[src/rtl/pa_pkg.sv]
// Package: shared register addresses, bit positions and the control record
// for the pulse accumulator. Assumes an 8-bit register bus.
package pa_pkg;
    localparam int BUS_W = 8;
    localparam logic [1:0] A_CTRL = 2'd0;
    localparam logic [1:0] A_CNT  = 2'd1;
    localparam logic [1:0] A_FLAG = 2'd2;
    localparam logic [1:0] A_MASK = 2'd3;
    localparam int B_OVF  = 5;
    localparam int B_EDGE = 4;

    typedef struct packed {
        logic pol;
        logic gated;
        logic run;
    } pa_ctrl_t;
endpackage

[src/rtl/pa_pin_sync.sv]
// Module: brings the asynchronous pin into the clock domain through STAGES
// flops and flags rising and falling transitions of the synchronized level.
// Assumes pin pulses last longer than one clock.
module pa_pin_sync #(
    parameter int STAGES = 2
) (
    input  logic clk,
    input  logic rst_n,
    input  logic pin,
    output logic lvl,
    output logic rise,
    output logic fall
);
    logic [STAGES-1:0] sync_q;
    logic              prev_q;

    // Shift the pin through the synchronizer chain.
    always_ff @(posedge clk) begin
        if (!rst_n) sync_q <= '0;
        else        sync_q <= {sync_q[STAGES-2:0], pin};
    end

    // Remember the previous synchronized level for edge detection.
    always_ff @(posedge clk) begin
        if (!rst_n) prev_q <= 1'b0;
        else        prev_q <= sync_q[STAGES-1];
    end

    // Decode level and transitions.
    always_comb begin
        lvl  = sync_q[STAGES-1];
        rise = lvl & ~prev_q;
        fall = ~lvl & prev_q;
    end
endmodule

[src/rtl/pa_prescaler.sv]
// Module: free-running divider that pulses tick for one clock every DIV
// clocks. Assumes DIV >= 2. It is not affected by the accumulator's loads
// or enable.
module pa_prescaler #(
    parameter int DIV = 64
) (
    input  logic clk,
    input  logic rst_n,
    output logic tick
);
    localparam int PW = $clog2(DIV);
    localparam logic [PW-1:0] LAST = PW'(DIV - 1);

    logic [PW-1:0] div_q;

    // Count 0..DIV-1 and wrap.
    always_ff @(posedge clk) begin
        if (!rst_n)            div_q <= '0;
        else if (div_q == LAST) div_q <= '0;
        else                    div_q <= div_q + 1'b1;
    end

    // Tick on the final phase of each period.
    always_comb tick = (div_q == LAST);
endmodule

[src/rtl/pa_counter.sv]
// Module: loadable up-counter. A load takes priority over an increment in
// the same cycle. wrap pulses when an increment carries out of the top.
module pa_counter #(
    parameter int CW = 8
) (
    input  logic          clk,
    input  logic          rst_n,
    input  logic          load,
    input  logic [CW-1:0] load_val,
    input  logic          inc,
    output logic [CW-1:0] cnt,
    output logic          wrap
);
    logic [CW-1:0] cnt_q;

    // Update the count: load first, then increment.
    always_ff @(posedge clk) begin
        if (!rst_n)    cnt_q <= '0;
        else if (load) cnt_q <= load_val;
        else if (inc)  cnt_q <= cnt_q + 1'b1;
    end

    // Carry-out of an increment that actually takes effect.
    always_comb begin
        cnt  = cnt_q;
        wrap = inc && !load && (cnt_q == {CW{1'b1}});
    end
endmodule

[src/rtl/pulse_accum.sv]
// Module: pulse accumulator top. It holds the control, flag and mask
// registers, selects the counting source (pin edge, or gated prescaler
// tick) and forms the interrupt. Assumes CW <= 8 so the counter fits one
// bus byte. All registers use a synchronous active-low reset.
module pulse_accum
    import pa_pkg::*;
#(
    parameter int CW     = 8,
    parameter int DIV    = 64,
    parameter int SYNC_N = 2
) (
    input  logic             clk,
    input  logic             rst_n,
    input  logic             wr_en,
    input  logic [1:0]       addr,
    input  logic [BUS_W-1:0] wdata,
    output logic [BUS_W-1:0] rdata,
    input  logic             pin,
    output logic             irq
);
    pa_ctrl_t      ctrl_q;
    logic          ovf_q, edg_q, mk_ovf_q, mk_edg_q;
    logic          lvl, rise, fall, tick, sel_edge, inc, load, wrap;
    logic [CW-1:0] cnt_q;
    logic          wr_ctrl, wr_flag, wr_mask;

    pa_pin_sync #(.STAGES(SYNC_N)) u_sync (
        .clk(clk), .rst_n(rst_n), .pin(pin),
        .lvl(lvl), .rise(rise), .fall(fall)
    );

    pa_prescaler #(.DIV(DIV)) u_pre (
        .clk(clk), .rst_n(rst_n), .tick(tick)
    );

    pa_counter #(.CW(CW)) u_cnt (
        .clk(clk), .rst_n(rst_n), .load(load), .load_val(wdata[CW-1:0]),
        .inc(inc), .cnt(cnt_q), .wrap(wrap)
    );

    // Decode register writes and select the counting event.
    always_comb begin
        wr_ctrl  = wr_en && (addr == A_CTRL);
        load     = wr_en && (addr == A_CNT);
        wr_flag  = wr_en && (addr == A_FLAG);
        wr_mask  = wr_en && (addr == A_MASK);
        sel_edge = ctrl_q.pol ? rise : fall;
        if (!ctrl_q.run)     inc = 1'b0;
        else if (ctrl_q.gated) inc = tick && (lvl ^ ctrl_q.pol);
        else                   inc = sel_edge;
    end

    // Control register.
    always_ff @(posedge clk) begin
        if (!rst_n)       ctrl_q <= '0;
        else if (wr_ctrl) ctrl_q <= pa_ctrl_t'(wdata[2:0]);
    end

    // Mask register.
    always_ff @(posedge clk) begin
        if (!rst_n) begin
            mk_ovf_q <= 1'b0;
            mk_edg_q <= 1'b0;
        end else if (wr_mask) begin
            mk_ovf_q <= wdata[B_OVF];
            mk_edg_q <= wdata[B_EDGE];
        end
    end

    // Sticky flags: hardware set, write-one-to-clear.
    always_ff @(posedge clk) begin
        if (!rst_n) begin
            ovf_q <= 1'b0;
            edg_q <= 1'b0;
        end else begin
            ovf_q <= wrap | (ovf_q & ~(wr_flag & wdata[B_OVF]));
            edg_q <= (ctrl_q.run & sel_edge) | (edg_q & ~(wr_flag & wdata[B_EDGE]));
        end
    end

    // Read mux and interrupt output.
    always_comb begin
        rdata = '0;
        unique case (addr)
            A_CTRL: rdata[2:0] = ctrl_q;
            A_CNT:  rdata[CW-1:0] = cnt_q;
            A_FLAG: begin rdata[B_OVF] = ovf_q; rdata[B_EDGE] = edg_q; end
            default: begin rdata[B_OVF] = mk_ovf_q; rdata[B_EDGE] = mk_edg_q; end
        endcase
        irq = (ovf_q & mk_ovf_q) | (edg_q & mk_edg_q);
    end
endmodule

[config.mk]
export PLATFORM = sky130hd
export DESIGN_NAME = pulse_accum
export DESIGN_NICKNAME = d
export VERILOG_FILES = /design/src/rtl/pa_pkg.sv /design/src/rtl/pa_pin_sync.sv /design/src/rtl/pa_prescaler.sv /design/src/rtl/pa_counter.sv /design/src/rtl/pulse_accum.sv
export SDC_FILE = /design/constraint.sdc
export NUM_CORES = 1
export LEC_CHECK = 0
export CELL_PAD_IN_SITES_DETAIL_PLACEMENT = 0
export CELL_PAD_IN_SITES_GLOBAL_PLACEMENT = 2
export CORE_MARGIN = 10
export CORE_UTILIZATION = 32
export CTS_BUF_LIST = sky130_fd_sc_hd__clkbuf_4 sky130_fd_sc_hd__clkbuf_8
export CTS_CLUSTER_SIZE = 12
export DETAILED_ROUTE_END_ITERATION = 12
export GPL_TIMING_DRIVEN = 0
export PLACE_DENSITY = 0.85
export SLEW_MARGIN = 40
export SYNTH_ARGS = -nofsm -noshare
export SYNTH_HDL_FRONTEND = slang
export SYNTH_SLANG_ARGS = --single-unit
export TNS_END_PERCENT = 5
[constraint.sdc]
create_clock -name clk -period 2.5 [get_ports clk]
set_clock_uncertainty 0.1 [all_clocks]
set_input_delay 0.5 -clock clk [delete_from_list [all_inputs] [get_ports clk]]
set_output_delay 0.5 -clock clk [all_outputs]
set_load 0.02 [all_outputs]
==> impl_metrics.py, run 1 <==
metrics = {
    "setup_path": {
        "worstPathBufferInverterCount": 2,
        "worstPathMaxFanout": 10,
        "cp.arrival_ps": 1820,
        "critPathRequiredTime_ps": 1900,
        "crit_chain": "clkbuf_2 > mux2_2 > a22o_1 > clkdlybuf4s50_1",
        "max_stage_delay_ps": 540,
        "path_delay_family": "buffers and inverters",
        "start_kind": "input port",
        "crit_path_end_kind": "output port",
        "critPathKind": "input port to output port",
        "slowest_stage": "clkdlybuf4s50_1",
    },
    "floorplanning": {
        "dieArea_um2": 6710,
        "die_y_um": 81.9,
        "std_cell_rows": 22,
        "die_width_um": 81.9,
        "start_util": 0.333,
        "ios": 23,
        "core_um2": 3690,
    },
    "timing": {
        "setup_slack_ps": 81.5,
        "rsz0062_at_grt": "false",
        "slew_viol_final": 0,
        "period_needed_ps": 2420,
        "finalSetupTns_ps": 0,
        "tightest_slew_ps": 633,
        "slew-limit-headroom": 0.577,
        "max_freq_mhz": 413,
        "finalHoldViolations": 0,
        "setup_viol": 0,
        "period_share": 0.967,
    },
    "final_layout": {
        "seq_area_um2": 480,
        "nNetsFinal": 177,
        "layout-drive-gt1-share": 0.0813,
        "fillCellCount": 382,
        "multi_input_area_um2": 724,
        "diodes": 0,
        "area_delta_synth_final_pct": 27.7,
        "utilization": 0.425,
        "final_area_um2": 1570,
    },
    "logic_synthesis": {
        "yosysMostFrequentCell": "dfxtp_1",
        "synthesis.area_um2": 1230,
        "synth-seq-cells": 24,
        "ys_types": 35,
        "synth_top_cells_by_area": "dfxtp_1, mux2i_1, o21ai_0",
        "avgSynthCellArea_um2": 9.03,
        "synth_commonest_cells": "dfxtp_1, o21ai_0, mux2i_1",
        "ys_warn_count": 0,
        "syn-num-nets": 152,
        "synth_async_sr_flop_share": 0,
        "ys.flop_type": "dfxtp_1",
        "synth_seq_area_share": 0.391,
        "syn_inst": 136,
        "synth_top_area_cell": "dfxtp_1",
        "synth_edf_count": 0,
        "synth_top_area_frac": 0.391,
    },
    "routing": {
        "wl_per_cell_um": 13.6,
        "ant_nets": 0,
        "dr.pass1.iters": 4,
        "routed_wirelength_um": 2830,
        "drc": 0,
        "vias_per_cell": 4.85,
        "drt_iter0_drc": 76,
        "vias": 1008,
    },
    "power": {
        "p_sw_mw": 0.187,
        "power_density_nw_per_um2": 540,
        "p_int_mw": 0.660,
        "p_leak_nw": 0.584,
        "power.share.sequential": 0.489,
        "pwr-share-comb": 0.108,
        "vdd_drop_max_mv": 0.195,
        "p_clk_frac": 0.403,
        "finalPower_mw": 0.847,
        "swShare": 0.220,
    },
    "cts": {
        "cts_tree": "done",
        "cts_made_buffers": 3,
        "clk_latency_ps": 270,
        "clockBufferDepth": 2,
        "ctsHtreeMaxLevel": 1,
        "cts-hold-fix-buffers": 0,
        "clock_sinks": 24,
        "cts-root-buf": "clkbuf_8",
        "clk_pin_slew_worst_paths_ps": 90,
    },
    "min_path": {
        "min_path_type": "flop to flop",
    },
    "global_route": {
        "grt_antenna_before_repair": 0,
        "grt_max_degree": 15,
        "grt_pass1_wl_um": 4570,
        "grt_pass1_vias": 941,
        "gr-total-overflow": 0,
        "grt_usage": 0.0874,
    },
    "job": {
        "cap_violations": 0,
    },
    "place": {
        "place_ws_ps": -216,
        "dp_hpwl_um": 2170,
        "placed_area_um2": 1490,
        "port_buffers": 20,
        "gp_congestion": 0.749,
    },
    "status": {
        "status": "finished, final reports clean",
    },
}
==> registers in the layout, summed over array words and instances, names as in the netlist <==
name / cells
mk_edg_q: 1
u_sync.prev_q: 1
ovf_q: 1
edg_q: 1
u_sync.sync_q: 2
u_cnt.cnt: 8
u_pre.div_q: 6
ctrl_q: 3
mk_ovf_q: 1
==> power by group through the flow <==
stage	Clock (mW)	Combinational [mW]	Sequential [mW]
after floorplan	0	0.0534	0.418
after global placement	0	0.0895	0.423
after detailed placement	0	0.0901	0.423
after CTS	0.352	0.0913	0.414
after global routing	0.368	0.100	0.418
final	0.341	0.0914	0.414
==> placed cells by master, fill, tap and decap left out, drive strengths merged <==
cell type      synthesis  final
dfxtp                 24     24
clkdlybuf4s50          0     20
o21ai                 13     13
mux2i                  9      9
a21oi                  9      9
and2                   8      8
nand2                  8      8
clkbuf                 5      8
xor2                   7      7
nor2                   7      7
nor2b                  7      7
nand3                  4      4
a22o                   3      3
inv                    3      3
nand4                  3      3
mux2                   2      2
xnor2                  2      2
o211ai                 2      2
and3                   2      2
or3                    2      2
nand4b                 2      2
ha                     2      2
nor4                   2      2
nand3b                 1      1
or3b                   1      1
nand2b                 1      1
a31oi                  1      1
nor3b                  1      1
or4                    1      1
a21boi                 1      1
a22oi                  1      1
o31a                   1      1
nor3                   1      1
bufinv                 0      1
==> repair_timing <==
action	4_1_cts	5_1_grt
buffers inserted	0	0
pin swaps	0	0
endpoints found under the setup margin	5	3
resized for setup	2	1
==> metal layers <==
metal  vias to the layer above  track usage  routed length (um)
li1                        534            -                   -
met1                       442        0.112                1370
met2                        28        0.125                1160
met3                         4       0.0284                 242
met4                         0       0.0510                  54
met5                         -            0                   0
==> cell families (layout without fill, tap and decap cells) <==
family	Yosys count	after routing	share of synthesized area
xor gates and xnor gates	9	9	0.0642
buffers and inverters	8	32	0.0245
DFF	24	24	0.391
adders and majority gates	2	2	0.0204
AOI/OAI and AO/OA	31	31	0.158
muxes	11	11	0.0917
and+or+nand+nor	51	51	0.250
==> final timing paths <==
check	start	endpoint	slack [ps]	cells past startpoint
worst max-delay path	addr[0]	rdata[4]	80	4
worst min register to register	u_sync.sync_q[0]	u_sync.sync_q[1]	340	1
worst max register to register	u_pre.div_q[0]	ovf_q	360	6
worst min-delay path	u_sync.sync_q[0]	u_sync.sync_q[1]	340	1
==> per-stage QoR <==
step	std cells	hold slack [ps]
2_1_floorplan	136	312
3_3_place_gp	204	321
3_5_place_dp	204	328
4_1_cts	208	352
5_1_grt	208	388
6_report	208	344
==> layout make-up <==
| class | count | share of cell area |
|---|---|---|
| buffer | 5 | 0.0128 |
| multi-input combinational | 104 | 0.462 |
| clock buffer | 3 | 0.0263 |
| tap | 48 | 0.0383 |
| clock inverter | 1 | 0.0192 |
| sequential | 24 | 0.306 |
| inverter | 3 | 0.00718 |
| timing repair buffer | 20 | 0.128 |
==> worst reg2reg max path: cells and delay by family (launching register included) <==
family / cells / cell delay (ps)
AO/OA/AOI/OAI: 1 / 150
AND/OR/NAND/NOR: 4 / 1270
flip-flops: 1 / 360
adder cells (fa/ha/maj): 1 / 210
No activity file was read; power rests on OpenSTA's default activity.
==> run 2, diff against run 1 <==
- CELL_PAD_IN_SITES_DETAIL_PLACEMENT: 0 -> 1
- CORE_UTILIZATION: 32 -> 30
- CTS_BUF_LIST: sky130_fd_sc_hd__clkbuf_4 sky130_fd_sc_hd__clkbuf_8 -> unset
- PLACE_DENSITY: 0.85 -> 0.8
==> impl_metrics.py, run 2 (synthesis gave the netlist of run 1 again) <==
metrics = {
    "min_path": {
        "hold_path_end": "u_pre.div_q[0]",
        "whs_path_depth": 1,
        "worstHoldStart": "u_pre.div_q[0]",
        "min_path_type": "flop to flop",
    },
    "setup_path": {
        "worst_r2r_endpoint": "ovf_q",
        "rrSetupSlack_ps": 380,
        "reg2reg_from": "u_pre.div_q[0]",
        "cp.arrival_ps": 1800,
        "critPathRequiredTime_ps": 1900,
        "reg2reg_depth": 6,
        "critPathKind": "input port to output port",
        "start_kind": "input port",
        "worstPathMaxFanout": 10,
        "crit_path_end_kind": "output port",
    },
    "final_layout": {
        "layout-drive-gt1-share": 0.0813,
        "area_delta_synth_final_pct": 26.6,
        "final_cell_mix": "dfxtp_1, clkdlybuf4s50_1, o21ai_0",
        "diodes": 0,
        "final_area_um2": 1550,
        "nNetsFinal": 177,
        "largest_register_ffs": 8,
        "utilization": 0.391,
        "final_common_cell": "dfxtp_1",
    },
    "power": {
        "power_density_nw_per_um2": 498,
        "pwr-share-comb": 0.120,
        "p_leak_nw": 0.577,
        "p_int_mw": 0.587,
        "finalPower_mw": 0.774,
        "p_sw_mw": 0.187,
        "swShare": 0.242,
        "vdd_drop_max_mv": 0.157,
        "power.share.sequential": 0.535,
        "p_clk_frac": 0.345,
    },
    "cts": {
        "cts-hold-fix-buffers": 0,
        "clockBufferDepth": 2,
        "post_cts_buffers": 0,
        "clk_pin_slew_worst_paths_ps": 80,
        "clk_latency_ps": 270,
        "cts-root-buf": "clkbuf_8",
        "clock_sinks": 24,
        "cts_made_buffers": 3,
        "ctsHtreeMaxLevel": 1,
        "cts_tree": "done",
    },
    "status": {
        "status": "finished, final reports clean",
    },
    "timing": {
        "slew-limit-headroom": 0.592,
        "max_freq_mhz": 416,
        "rsz0062_at_grt": "false",
        "setup_slack_ps": 97.6,
        "setup_viol": 0,
        "slew_viol_final": 0,
        "period_needed_ps": 2400,
        "finalSetupTns_ps": 0,
        "finalHoldViolations": 0,
        "tightest_slew_ps": 611,
        "period_share": 0.961,
    },
    "floorplanning": {
        "dieArea_um2": 7050,
        "core_um2": 3970,
        "die_width_um": 84.0,
        "start_util": 0.309,
        "ios": 23,
        "die_y_um": 84.0,
        "std_cell_rows": 23,
    },
    "global_route": {
        "grt_antenna_before_repair": 0,
        "gr-total-overflow": 0,
        "grt_usage": 0.0902,
        "grt_pass1_vias": 1122,
        "grt_pass1_wl_um": 5290,
        "grt_max_degree": 14,
    },
    "routing": {
        "dr.pass1.iters": 3,
        "wl_per_cell_um": 14.9,
        "vias_per_cell": 5.04,
        "vias": 1058,
        "drt_iter0_drc": 31,
        "drc": 0,
        "ant_nets": 0,
        "routed_wirelength_um": 3140,
    },
    "place": {
        "gp_congestion": 0.755,
        "placed_area_um2": 1490,
        "place_ws_ps": -199,
        "dp_hpwl_um": 2500,
        "port_buffers": 20,
    },
    "job": {
        "cap_violations": 0,
    },
}
[run 2: cell count changes in the layout (fill, tap and decap cells not counted), sizes merged]
cell	before	now
bufinv	1	0
clkbuf	8	9
[run 2: worst max-delay path by stage]
stage / start / to / slack [ps] / depth (start not counted)
floorplan: addr[0] / rdata[4] / 480 / 3
global placement: addr[0] / rdata[4] / -170 / 4
detailed placement: addr[0] / rdata[4] / -200 / 4
CTS: addr[0] / rdata[4] / 80 / 4
global route: addr[0] / rdata[4] / 30 / 4
finish: addr[0] / rdata[4] / 100 / 4
[run 2: stage by stage]
step                hold slack (ps)  std cells
global placement                320        206
CTS                             366        210
detailed placement              349        206
floorplan                       312        136
global route                    382        210
finish                          357        210
[run 2: layout make-up]
type / count / area (um^2)
timing repair buffer: 20 / 200
tap: 50 / 62.6
buffer: 5 / 20.0
multi-input combinational: 104 / 724
inverter: 3 / 11.3
fill: 471 / 2420
clock buffer: 4 / 55.1
sequential: 24 / 480
[run 2: metal layers]
metal,GRT usage,vias up,share of wire
li1,-,529,-
met1,0.101,507,0.46
met2,0.156,17,0.48
met3,0.0283,5,0.049
met4,0.0320,0,0.013
met5,0,-,0
[run 2: worst max-delay path, cell delays in order]
cell and delay [ps]:
clkbuf_2 220, mux2_2 370, a22o_1 180, clkdlybuf4s50_1 530
[run 2: repair_timing]
action / CTS / global route
pin swaps: 0 / 0
setup endpoints to repair: 5 / 1
resized for setup: 2 / 1
[run 2: power by group through the flow]
stage	Sequential, mW	Clock [mW]	Combinational [mW]
floorplan	0.418	0	0.0534
global placement	0.423	0	0.0893
detailed placement	0.424	0	0.0915
CTS	0.415	0.277	0.0930
global route	0.418	0.287	0.104
finish	0.415	0.267	0.0927
